**src/rtl/clkswitch_pkg.sv**
```systemverilog
package clkswitch_pkg;
  localparam int NUM_STAGES = 2;

  typedef struct packed {
    logic hdiv;
    logic pdiv;
  } div_sel_t;
endpackage

```
**src/rtl/lock_seq.sv**
```systemverilog
module lock_seq #(
  parameter int LOCK_W     = 12,
  parameter int LOCK_RESET = 300
) (
  input  logic              clk,
  input  logic              rst,
  input  logic              start,
  input  logic              ref_tick,
  input  logic              len_we,
  input  logic [LOCK_W-1:0] len_wdata,
  output logic              busy,
  output logic              pll_ok
);
  logic [LOCK_W-1:0] len_q;
  logic [LOCK_W-1:0] cnt_q;

  always_ff @(posedge clk) begin
    if (rst) begin
      len_q  <= LOCK_W'(LOCK_RESET);
      cnt_q  <= '0;
      busy   <= 1'b0;
      pll_ok <= 1'b0;
    end else begin
      if (len_we) len_q <= len_wdata;
      if (start) begin
        cnt_q  <= len_q;
        busy   <= 1'b1;
        pll_ok <= 1'b0;
      end else if (busy && ref_tick) begin
        if (cnt_q <= LOCK_W'(1)) begin
          busy   <= 1'b0;
          pll_ok <= 1'b1;
        end else begin
          cnt_q <= cnt_q - LOCK_W'(1);
        end
      end
    end
  end
endmodule

```
**src/rtl/src_mux.sv**
```systemverilog
module src_mux (
  input  logic use_pll,
  input  logic ref_tick,
  input  logic pll_tick,
  output logic core_tick
);
  always_comb core_tick = use_pll ? pll_tick : ref_tick;
endmodule

```
**src/rtl/div_stage.sv**
```systemverilog
module div_stage (
  input  logic clk,
  input  logic rst,
  input  logic restart,
  input  logic halve,
  input  logic in_tick,
  output logic out_tick
);
  logic skip_q;

  always_ff @(posedge clk) begin
    if (rst || restart) skip_q <= 1'b0;
    else if (in_tick && halve) skip_q <= ~skip_q;
  end

  always_comb out_tick = in_tick & (~halve | ~skip_q);
endmodule

```
**src/rtl/clk_switch_ctrl.sv**
```systemverilog
module clk_switch_ctrl
  import clkswitch_pkg::*;
#(
  parameter int               CFG_W      = 20,
  parameter logic [CFG_W-1:0] CFG_RESET  = 20'h0A031,
  parameter int               LOCK_W     = 12,
  parameter int               LOCK_RESET = 300
) (
  input  logic              clk,
  input  logic              rst,
  input  logic              ref_tick,
  input  logic              pll_tick,
  input  logic              cfg_we,
  input  logic [CFG_W-1:0]  cfg_wdata,
  input  logic              lock_we,
  input  logic [LOCK_W-1:0] lock_wdata,
  input  logic              div_we,
  input  logic [1:0]        div_wdata,
  output logic [CFG_W-1:0]  pll_cfg,
  output logic              core_en,
  output logic              hbus_en,
  output logic              pbus_en,
  output logic              lock_busy,
  output logic              on_pll
);
  div_sel_t                div_q;
  logic                    use_pll;
  logic [NUM_STAGES:0]     tick_chain;
  logic [NUM_STAGES-1:0]   halve_vec;

  always_ff @(posedge clk) begin
    if (rst) begin
      pll_cfg <= CFG_RESET;
      div_q   <= '0;
    end else begin
      if (cfg_we) pll_cfg <= cfg_wdata;
      if (div_we) div_q   <= div_sel_t'(div_wdata);
    end
  end

  lock_seq #(.LOCK_W(LOCK_W), .LOCK_RESET(LOCK_RESET)) u_lock (
    .clk       (clk),
    .rst       (rst),
    .start     (cfg_we),
    .ref_tick  (ref_tick),
    .len_we    (lock_we),
    .len_wdata (lock_wdata),
    .busy      (lock_busy),
    .pll_ok    (use_pll)
  );

  assign on_pll = use_pll;

  src_mux u_mux (
    .use_pll   (use_pll),
    .ref_tick  (ref_tick),
    .pll_tick  (pll_tick),
    .core_tick (tick_chain[0])
  );

  assign halve_vec = {div_q.pdiv, div_q.hdiv};

  for (genvar s = 0; s < NUM_STAGES; s++) begin : g_div
    div_stage u_stage (
      .clk      (clk),
      .rst      (rst),
      .restart  (div_we),
      .halve    (halve_vec[s]),
      .in_tick  (tick_chain[s]),
      .out_tick (tick_chain[s+1])
    );
  end

  always_ff @(posedge clk) begin
    if (rst) begin
      core_en <= 1'b0;
      hbus_en <= 1'b0;
      pbus_en <= 1'b0;
    end else begin
      core_en <= tick_chain[0];
      hbus_en <= tick_chain[1];
      pbus_en <= tick_chain[2];
    end
  end
endmodule

```
**config.mk**
```make
export PLATFORM = sky130hd
export DESIGN_NAME = clk_switch_ctrl
export DESIGN_NICKNAME = d
export VERILOG_FILES = /design/src/rtl/clkswitch_pkg.sv /design/src/rtl/lock_seq.sv /design/src/rtl/src_mux.sv /design/src/rtl/div_stage.sv /design/src/rtl/clk_switch_ctrl.sv
export SDC_FILE = /design/constraint.sdc
export NUM_CORES = 1
export LEC_CHECK = 0
export BUFFER_PORTS_ARGS = -buffer_cell sky130_fd_sc_hd__clkbuf_2
export CORE_MARGIN = 2
export CORE_UTILIZATION = 30
export DETAILED_ROUTE_END_ITERATION = 8
export PLACE_DENSITY = 0.55
export SYNTH_ARGS = -nofsm -noshare
export SYNTH_HDL_FRONTEND = slang
export SYNTH_HIERARCHICAL = 1
export SYNTH_SLANG_ARGS = --single-unit
```
**constraint.sdc**
```tcl
create_clock -name clk -period 2.84 [get_ports clk]
set_input_delay 0.284 -clock clk [delete_from_list [all_inputs] [get_ports clk]]
set_output_delay 0.284 -clock clk [all_outputs]
set_load 0.02 [all_outputs]
```
**Word level (Yosys, flattened, before mapping)**

Cells that the tools add are included.

- Eq/ne operators: 1
- $lt $le $gt $ge: 1
- Muxes and demuxes: 7
- Reductions and logical operators: 10
- Bitwise logic cells: 8
- Add/subtract/negate cells: 1

Operator list:

| cell | count |
|---|---|
| 12-bit 2-to-1 mux | 3 |
| 12-bit by 1-bit <= comparator with 1-bit output, second input constant | 1 |
| 12-bit by 1-bit subtractor with 12-bit output, second input constant | 1 |
| 2-bit AND reduction | 3 |
| 1-bit 2-to-1 mux | 4 |
| 1-bit NOT | 4 |
| 2-bit nonzero test | 2 |
| 1-bit logical AND | 3 |
| 1-bit AND | 2 |
| 2-bit inequality test, second input constant | 1 |
| 1-bit bitwise OR | 2 |
| 2-bit OR reduction | 1 |
| 1-bit logical OR | 1 |

- Output and inout port bits: 25
- Logic and storage cells: 40
- Flip-flop bits (word level): 53
- Input bits: 41

**Logic depth before layout (Yosys ltp)**

Gate-level depths: netlist of the first run.

- Depth in word-level cells: 4
- Mapped depth: 6
- Depth with buffers taken out: 6

**Hierarchy**

Netlist of the first run, hierarchy kept.

Modules (own cells, without submodules):

| module | cells an instance | sequential area each (um^2) | area an instance (um^2) | times used |
|---|---|---|---|---|
| lock_seq | 141 | 520.5 | 1,252.5 | 1 |
| clk_switch_ctrl | 77 | 500.5 | 875.8 | 1 |
| div_stage | 5 | 20.0 | 57.6 | 2 |
| src_mux | 1 | 0.0 | 15.0 | 1 |

**Worst setup path after synthesis of the first run**

Ideal clock, no wire load.

- Kind: register -> register
- Start point: reg u_lock.cnt_q[4]
- End point: reg u_lock.cnt_q[11]
- Path buffers: 1
- Arrival: 2,015 ps
- Stages on the path, launching flop included: 6
- Library setup time: 91 ps
- Required time: 2,749 ps
- Path slack: 734 ps
- Period minus slack after synthesis: 2,106 ps
- Path through: dfxtp_1 -> or4_1 -> buf_2 -> or4_1 -> or3_1 -> a311oi_1

- Longest elaborated chain between the ends: 4
- Elaborated cells between the ends (all ways): 7
- Classes of those cells: 1 x add/sub; 1 x order compare; 1 x eq/ne; 3 x mux; 1 x reduce/logical

Ends and longest elaborated chain:

| what | RTL line | RTL |
|---|---|---|
| from (decl) | lock_seq.sv:15 | `logic [LOCK_W-1:0] cnt_q;` |
| from (signal assigned) | lock_seq.sv:26 | `cnt_q <= len_q;` |
| from (signal assigned) | lock_seq.sv:34 | `cnt_q <= cnt_q - LOCK_W'(1);` |
| 12-bit by 1-bit subtractor with 12-bit output | lock_seq.sv:34 |  |
| 12-bit 2-to-1 mux | lock_seq.sv:30 | `if (cnt_q <= LOCK_W'(1)) begin` |
| 12-bit 2-to-1 mux | lock_seq.sv:29 | `end else if (busy && ref_tick) begin` |
| 12-bit 2-to-1 mux | lock_seq.sv:25 | `if (start) begin` |

Several ways; a longest one is shown, not always the timed one. The select of a mux whose other input is x is not followed.
A chain may end at the register's enable or synchronous reset.

**Worst setup path after layout of the first run**

- Start point: reg u_lock.cnt_q[4]
- End point: reg u_lock.cnt_q[0]

- Longest elaborated chain between the ends: 3

Ends and longest elaborated chain:

| what | RTL line |
|---|---|
| 12-bit by 1-bit <= comparator with 1-bit output | lock_seq.sv:30 |
| 2-bit inequality test (no source line) | - |
| 2-bit AND reduction (no source line) | - |

Every way passes these cells.

==> metrics, run 1 <==
first drt pass iteration count 4; GRT Util Overall 12.1%; VDD IR-drop max 179 uV; setup TNS 0 ns; Post-CTS Resized 0; Core Util, Final 37.8%; Lkg Pwr 1.20 nW; unrepaired setup endpoints after global routing no; maximum fanout along the worst path 8; cell-internal power 1.07 mW; first-pass GRT wire length 8220 um; HP Class input port to flip-flop; Cell Area, Synth 2260 um^2; clk_lat worst skew 0.30 ns; Max Cap Viol 0; Initial DRC Count 61; Final ANT Viol Nets 0; register share of total power 54.9%; combinational power share 16.1%; min setup slack post-route 0.577 ns; final hold viol count 0; top cell type's share of synthesized area 47.0%; Residual DRC 0; Clock Path Buffers 2; mean post-synth cell area 9.86 um^2; Root Driver clkbuf_8; Synth Register Bits 53; register area 1060 um^2; Initial Utilization 31.1%; dpl ws 0.586 ns; I/O pins 66; diode count 0; top cells by area, synth dfxtp_1 47%, mux2i_1 12%, nor2_1 5.8%; Post-synth EDFFs 0; period utilization 79.7%; DR WL/cell 12.8 um; grt total ovfl 0; Worst Min Path Start cfg_wdata[5]; status complete, no violations; clock power share 29.0%; post-synthesis async set-or-reset flop share 0%; Synth Net Count 272; FF-to-FF End u_lock/cnt_q[0]; CTS sink cnt 53; fmax 442 MHz; Setup Crit Path Kind flip-flop to flip-flop; Die ar. 8240 um^2; largest net degree at the start of global routing 37; Synth Instances 229; nets 334; P&R area growth vs syn 21.4%; routability-driven placement congestion ratio 0.763; Reg2Reg Setup Slack 0.58 ns; Critical Path AT 2.47 ns; RR Startpoint u_lock/cnt_q[4]; CTS Buf Count 5; H-tree depth 2; Power, Total 1.49 mW; cts hold-fix bufs 0; CTS tree done; CTS clock-pin slew for the worst setup and hold paths 0.10 ns; area of the multi-input gates 1100 um^2; Final min period 2.26 ns; Seq/Total Area, Yosys 47.0%; Crit path required time 3.05 ns; CP endpoint kind flip-flop; layout cells sized above 1 28.4%; Via Count 1860; synth unique cells 46; hold slack 0.182 ns; hold path depth 2; Top FF cell, synth dfxtp_1; port bufs 65; Die Width 90.8 um; power per cell area 545 nW/um^2; Post-Route WL 5010 um; initial antenna violation count 0; Yosys top cell by area dfxtp_1; core area 7250 um^2; FP Rows 31; switching pwr 426 uW; CP startpoint kind flip-flop; max-slew headroom at the worst pin 54.2%; endpoints failing setup 0; Post-CTS Setup Inserts 0; yosys warns 6; Layout fillers 767; clk_skew 0.00366 ns; overall die height 90.8 um; Worst Max-Slew Pin Slew 0.679 ns; switching power share of the total 28.5%; vias in the first global route 1695; Pins Over Slew Limit 0; hpwl dp 3550 um; DR vias/cell 4.76; cells on worst reg2reg path 4; worst hold endpoint pll_cfg[5]
-- cell usage after synthesis, drive strengths merged, types with 2 or more instances --
cell    count
o31a        3
dfxtp      53
nand3b      2
a21oi       4
nand2       9
o31ai       2
nand4       2
ha          2
nor4        5
a211oi      2
a21boi      3
a211o       5
buf         7
a31oi       2
o41ai       2
a311oi      6
nor2b       8
or3         4
inv         4
o21ai       5
mux2        2
nor2       35
mux2i      28
or4         7
nand3       4
a21bo       2
nor3        2
clkbuf      6
-- through the flow --
stage	cells	instance area, um^2
after detailed placement	383	2650
after floorplan	229	2260
after global routing	391	2740
after CTS	391	2740
final	391	2740
after global placement	383	2650
-- logic make-up after synthesis --
| group | count (synthesis) | synth area share, % |
|---|---|---|
| flip-flops | 53 | 47.0 |
| adder cells (fa/ha/maj) | 2 | 1.11 |
| XOR/XNOR | 1 | 0.388 |
| buffers and inverters | 18 | 4.32 |
| AO/OA/AOI/OAI | 41 | 14.7 |
| AND/OR/NAND/NOR | 84 | 18.9 |
| multiplexers | 30 | 13.6 |
-- worst max-delay path, stage by stage, from the launching register on --
cell and delay (ns):
dfxtp_1 0.38, or4_1 0.65, o41ai_2 0.72, o21ai_0 0.17, o221a_2 0.25
-- layer usage --
| layer | GRT usage, % | share of wire, % | up-vias |
|---|---|---|---|
| met4 | 3.46 | 0.46 | 0 |
| met2 | 19.0 | 44 | 62 |
| met5 | 0 | 0 | - |
| met1 | 16.2 | 48 | 840 |
| li1 | - | - | 955 |
| met3 | 3.42 | 6.8 | 3 |
-- cell usage in the layout (no fill, tap or decap), drive strengths merged, types with 3 or more instances in the layout --
cell type  synthesis  routed
buf                7       3
a211o              5       5
clkbuf             6      70
or3                4       4
mux2i             28      28
inv                4       5
or4                7       7
o31a               3       3
nand3              4       4
o21ai              5       5
a21boi             3       3
nand2              9       9
dfxtp             53      53
nor2b              8       8
a21oi              4       4
a311oi             6       6
nor2              35      35
nor4               5       5
-- final cells by class --
cell class,instances,area share [%]
Timing Repair Buffer,68,12.7
Tap cell,99,4.52
Clock inverter,3,0.776
Clock buffer,5,2.51
Inverter,5,0.685
Sequential cell,53,38.7
Multi-Input combinational cell,158,40.1
-- power groups by stage --
stage / logic, mW / clock network [mW] / registers, mW
after floorplan: 0.142 / 0 / 0.856
after global placement: 0.242 / 0 / 0.835
after detailed placement: 0.243 / 0 / 0.836
after CTS: 0.244 / 0.457 / 0.819
after global routing: 0.268 / 0.492 / 0.826
final: 0.241 / 0.433 / 0.819
-- state kept, by name, indices dropped and copies added (netlist names) --
name                  count
u_lock/cnt_q             12
u_lock/busy               1
u_lock/pll_ok             1
pbus_en                   1
g_div.u_stage/skip_q      2
core_en                   1
pll_cfg                  20
u_lock/len_q             12
div_q                     2
hbus_en                   1
-- how the worst max path moves through the flow --
stage / startpoint / end / slack [ns] / cells after the start
floorplan: u_lock/cnt_q[4] / u_lock/cnt_q[11] / 0.73 / 5
global placement: u_lock/cnt_q[4] / u_lock/cnt_q[0] / 0.63 / 4
detailed placement: u_lock/cnt_q[4] / u_lock/cnt_q[0] / 0.59 / 4
CTS: u_lock/cnt_q[4] / u_lock/cnt_q[0] / 0.57 / 4
global route: u_lock/cnt_q[4] / u_lock/cnt_q[4] / 0.41 / 4
finish: u_lock/cnt_q[4] / u_lock/cnt_q[0] / 0.58 / 4
Power figures use the tool's default switching activity.
==> inputs of run 2 (changes only) <==
clock period = 2.2 ns   (was 2.84 ns; I/O delays follow)
==> metrics, run 2 (synthesis gave the netlist of run 1 again) <==
Post-DP Area 2710 um^2 (+2.3%); initial antenna violation count 0 (unchanged); Die Width 90.8 um (unchanged); setup TNS 0 ns (unchanged); Initial Utilization 31.1% (unchanged); Pins Over Slew Limit 0 (unchanged); CTS Buf Count 5 (unchanged); CP bufs+invs 0 (unchanged); Residual DRC 0 (unchanged); I/O pins 66 (unchanged); final hold viol count 0 (unchanged); CP endpoint kind flip-flop; status complete, no violations; Crit path required time 2.42 ns (-0.63 ns); Reg2Reg Setup Slack 0.1 ns (-0.48 ns); FF-to-FF End u_lock/cnt_q[11]; Lkg Pwr 1.25 nW (+4.2%); hpwl dp 3640 um (+2.6%); CP startpoint kind flip-flop; nets 342 (+2.4%); H-tree depth 2 (unchanged); port bufs 65 (unchanged); worst hold endpoint pll_cfg[0]; Clock Path Buffers 2 (unchanged); FP Rows 31 (unchanged); Initial DRC Count 48 (-21%); slowest stage delay, CP 0.57 ns (-0.15 ns); most common cell after layout, fill and taps aside clkbuf_2; leading registers by flop count pll_cfg (20), u_lock/cnt_q (12), u_lock/len_q (12); Final ANT Viol Nets 0 (unchanged); fmax 476 MHz (+7.7%); register area 1060 um^2 (unchanged); CP cell instances or4_1 > or4_1 > or3_1 > a311oi_2; VDD IR-drop max 235 uV (+31%); Post-CTS Setup Inserts 0 (unchanged); Setup Crit Path Kind flip-flop to flip-flop; first-pass GRT wire length 8580 um (+4.4%); DR vias/cell 4.77 (+0.26%); clk_lat worst skew 0.31 ns (about the same); Worst Min Path Start cfg_wdata[0]; Biggest register pll_cfg; Crit path top cell by count or4_1; CTS sink cnt 53 (unchanged); clk_skew 0.00711 ns (+0.00345 ns); Max Cap Viol 0 (unchanged); diode count 0 (unchanged); GRT Util Overall 12.8% (+0.67 points); min setup slack post-route 0.0982 ns (-0.479 ns); Critical Path AT 2.33 ns (-0.14 ns); endpoints failing setup 0 (unchanged); max-slew headroom at the worst pin 65.2% (+11 points); DR WL/cell 12.9 um (+0.93%); design area 2830 um^2 (+3.3%); routability-driven placement congestion ratio 0.885 (+16%); RR Startpoint u_lock/cnt_q[0]; CP top delay family simple AND/OR/NAND/NOR gates; Core Util, Final 39.1% (+1.3 points); Root Driver clkbuf_8; CTS tree done; P&R area growth vs syn 25.4%; Die ar. 8240 um^2 (unchanged); largest net degree at the start of global routing 26 (-30%); grt total ovfl 0 (unchanged); hold slack 0.108 ns (-0.0743 ns); maximum fanout along the worst path 6 (-2); Final min period 2.10 ns (-0.161 ns); vias in the first global route 1824 (+7.6%); core area 7250 um^2 (unchanged); Via Count 1903 (+2.3%); cells on worst reg2reg path 4 (unchanged); layout cells sized above 1 30.7% (+2.2 points); dpl ws 0.0990 ns (-0.487 ns); Layout fillers 769 (+0.26%); period utilization 95.5% (+16 points); Worst Max-Slew Pin Slew 0.518 ns (-0.161 ns); Post-Route WL 5160 um (+3.0%); Largest register FFs 20 (unchanged); CTS clock-pin slew for the worst setup and hold paths 0.10 ns (about the same); overall die height 90.8 um (unchanged); power per cell area 727 nW/um^2 (+34%); area of the multi-input gates 1110 um^2 (+0.91%); hold path depth 2 (unchanged); commonest non-fill, non-tap cells in the layout 65 x clkbuf_2, 53 x dfxtp_1, 35 x nor2_1; HP Class input port to flip-flop; first drt pass iteration count 5 (+1); Max stage delay cell, worst path or4_1
## run 2: worst max-delay path by stage
stage | start | end | cells after the start
floorplan | u_lock/cnt_q[4] | u_lock/cnt_q[11] | 5
global placement | u_lock/cnt_q[5] | u_lock/cnt_q[11] | 4
detailed placement | u_lock/cnt_q[5] | u_lock/cnt_q[11] | 4
CTS | u_lock/cnt_q[5] | u_lock/cnt_q[11] | 4
global route | u_lock/cnt_q[0] | u_lock/cnt_q[7] | 7
finish | u_lock/cnt_q[0] | u_lock/cnt_q[11] | 4
## run 2: timing repair
| action | in CTS | in global routing |
|---|---|---|
| resized for setup | 0 | 2 |
| hold buffers | 0 | 0 |
| setup endpoints to repair | 0 | 1 |
## run 2: worst reg2reg max path: stages, from the launching register on
cell and delay, ns:
dfxtp_1 0.36, or4_1 0.57, or4_1 0.49, or3_1 0.33, a311oi_2 0.26
## run 2: where the power goes
part | switching (mW) | internal (mW) | total (mW)
registers | 0.0361 | 1.02 | 1.05
clock network | 0.325 | 0.342 | 0.667
logic | 0.187 | 0.152 | 0.339
total | 0.548 | 1.51 | 2.06
## run 2: area by class of cell
| class | count | share of cell area [%] |
|---|---|---|
| Timing Repair Buffer | 76 | 14.4 |
| Clock inverter | 2 | 1.37 |
| Multi-Input combinational cell | 158 | 39.2 |
| Sequential cell | 53 | 37.5 |
| Tap cell | 99 | 4.37 |
| Inverter | 5 | 0.663 |
| Clock buffer | 6 | 2.56 |
## run 2: metrics by stage
| stage | power, mW | cells |
|---|---|---|
| 2_1_floorplan | 1.29 | 229 |
| 3_3_place_gp | 1.41 | 391 |
| 3_5_place_dp | 1.41 | 391 |
| 4_1_cts | 2.09 | 399 |
| 5_1_grt | 2.17 | 399 |
| 6_report | 2.06 | 399 |
## run 2: per-layer routing
metal / vias to the layer above / share of wire (%) / global-route usage (%)
met5: - / 0 / 0
met4: 0 / 1.2 / 4.23
met3: 7 / 6.2 / 3.42
met2: 60 / 45 / 20.8
met1: 863 / 48 / 16.3
li1: 973 / - / -
==> inputs of run 3 (changes only) <==
CTS_BUF_LIST = sky130_fd_sc_hd__clkbuf_4 sky130_fd_sc_hd__clkbuf_8 sky130_fd_sc_hd__clkbuf_16   (was default)
==> metrics, run 3 (synthesis gave the netlist of run 1 again) <==
most common cell after layout, fill and taps aside clkbuf_2; overall die height 90.8 um (unchanged); initial antenna violation count 0 (unchanged); Initial DRC Count 47 (-2.1%); switching pwr 550 uW (+0.34%); Final min period 2.10 ns (-0.000618 ns); final hold viol count 0 (unchanged); clk_skew 0.00683 ns (-0.000276 ns); register share of total power 50.8% (-0.4 points); Residual DRC 0 (unchanged); first drt pass iteration count 4 (-1); Die ar. 8240 um^2 (unchanged); H-tree depth 2 (unchanged); period utilization 95.5% (about the same); cell-internal power 1.52 mW (+0.82%); clock power share 32.8% (+0.4 points); Crit path top cell by count or4_1; vias in the first global route 1824 (unchanged); diode count 0 (unchanged); Clock Path Buffers 2 (unchanged); setup TNS 0 ns (unchanged); status complete, no violations; Pins Over Slew Limit 0 (unchanged); I/O pins 66 (unchanged); Post-DP Area 2710 um^2 (unchanged); CTS Buf Count 5 (unchanged); DR WL/cell 12.9 um (about the same); P&R area growth vs syn 25.6%; slowest stage delay, CP 0.57 ns (about the same); Post-CTS Setup Inserts 0 (unchanged); Final ANT Viol Nets 0 (unchanged); CP endpoint kind flip-flop; clk_lat worst skew 0.31 ns (about the same); power per cell area 731 nW/um^2 (+0.56%); Post-Route WL 5150 um (about the same); CTS sink cnt 53 (unchanged); hpwl dp 3640 um (unchanged); cts hold-fix bufs 0 (unchanged); HP Class input port to flip-flop; CTS clock-pin slew for the worst setup and hold paths 0.10 ns (about the same); Root Driver clkbuf_8; design area 2840 um^2 (+0.13%); port bufs 65 (unchanged); maximum fanout along the worst path 6 (unchanged); CP cell instances or4_1 > or4_1 > or3_1 > a311oi_2; switching power share of the total 26.5% (-0.092 points); layout cells sized above 1 31.0% (+0.33 points); Largest register FFs 20 (unchanged); Post-CTS Resized 0 (unchanged); nets 342 (unchanged); Via Count 1911 (+0.42%); FP Rows 31 (unchanged); fmax 476 MHz (about the same); DR vias/cell 4.79 (+0.42%); max-slew headroom at the worst pin 65.3% (+0.092 points); leading registers by flop count pll_cfg (20), u_lock/cnt_q (12), u_lock/len_q (12); Die Width 90.8 um (unchanged); CTS tree done; VDD IR-drop max 235 uV (about the same); combinational power share 16.4% (about the same); Layout fillers 767 (-0.26%); routability-driven placement congestion ratio 0.885 (unchanged); Biggest register pll_cfg; largest net degree at the start of global routing 26 (unchanged); CP startpoint kind flip-flop; grt total ovfl 0 (unchanged); commonest non-fill, non-tap cells in the layout 65 x clkbuf_2, 53 x dfxtp_1, 35 x nor2_1; Max stage delay cell, worst path or4_1; Initial Utilization 31.1% (unchanged); core area 7250 um^2 (unchanged); Setup Crit Path Kind flip-flop to flip-flop; Critical Path AT 2.32 ns (about the same); Crit path required time 2.42 ns (about the same); Lkg Pwr 1.25 nW (+0.27%); Worst Max-Slew Pin Slew 0.517 ns (-0.00137 ns); endpoints failing setup 0 (unchanged); GRT Util Overall 12.8% (unchanged); first-pass GRT wire length 8580 um (unchanged); Max Cap Viol 0 (unchanged)
-- run 3: area by class of cell --
class | instances | area (um^2) | area share, %
Clock buffer | 6 | 76.3 | 2.69
Clock inverter | 2 | 38.8 | 1.37
Inverter | 5 | 18.8 | 0.662
Multi-Input combinational cell | 158 | 1110 | 39.1
Sequential cell | 53 | 1060 | 37.4
Tap cell | 99 | 124 | 4.37
Timing Repair Buffer | 76 | 408 | 14.4
-- run 3: final timing paths --
kind                                      start          endpoint  slack [ns]  cells after the start
worst max-delay path            u_lock/cnt_q[0]  u_lock/cnt_q[11]         0.1                      4
worst min register to register  u_lock/len_q[2]   u_lock/cnt_q[2]        0.48                      2
worst min-delay path               cfg_wdata[0]        pll_cfg[0]        0.11                      2
worst max register to register  u_lock/cnt_q[0]  u_lock/cnt_q[11]         0.1                      4
-- run 3: per-stage QoR --
step           setup slack, ns  std cells  total power [mW]  utilization, %  hold slack [ns]
3_5_place_dp            0.0990        391              1.41            37.4            0.433
3_3_place_gp             0.140        391              1.41            37.4            0.429
2_1_floorplan           0.0936        229              1.29               -            0.285
4_1_cts                 0.0669        399              2.11            39.0            0.100
5_1_grt                -0.0200        399              2.19            39.1            0.103
6_report                0.0988        399              2.07            39.1            0.108
-- run 3: metal layers --
layer	part of all wire, %	wire (um)	vias up	track usage (%)
met5	0	0	-	0
met4	1.4	71	0	4.23
met3	6.4	328	9	3.42
met2	44	2270	64	20.8
met1	48	2480	867	16.3
li1	-	-	971	-
-- run 3: power by group through the flow --
stage	registers [mW]	clock network (mW)	logic, mW
floorplan	1.11	0	0.183
global placement	1.07	0	0.338
detailed placement	1.08	0	0.339
CTS	1.05	0.712	0.340
global route	1.06	0.746	0.377
finish	1.05	0.681	0.339
-- run 3: critical path, delay by kind of cell (launching register included) --
kind / cells / cell delay [ns]
AO/OA/AOI/OAI: 1 / 0.26
flip-flops: 1 / 0.36
AND/OR/NAND/NOR: 3 / 1.39
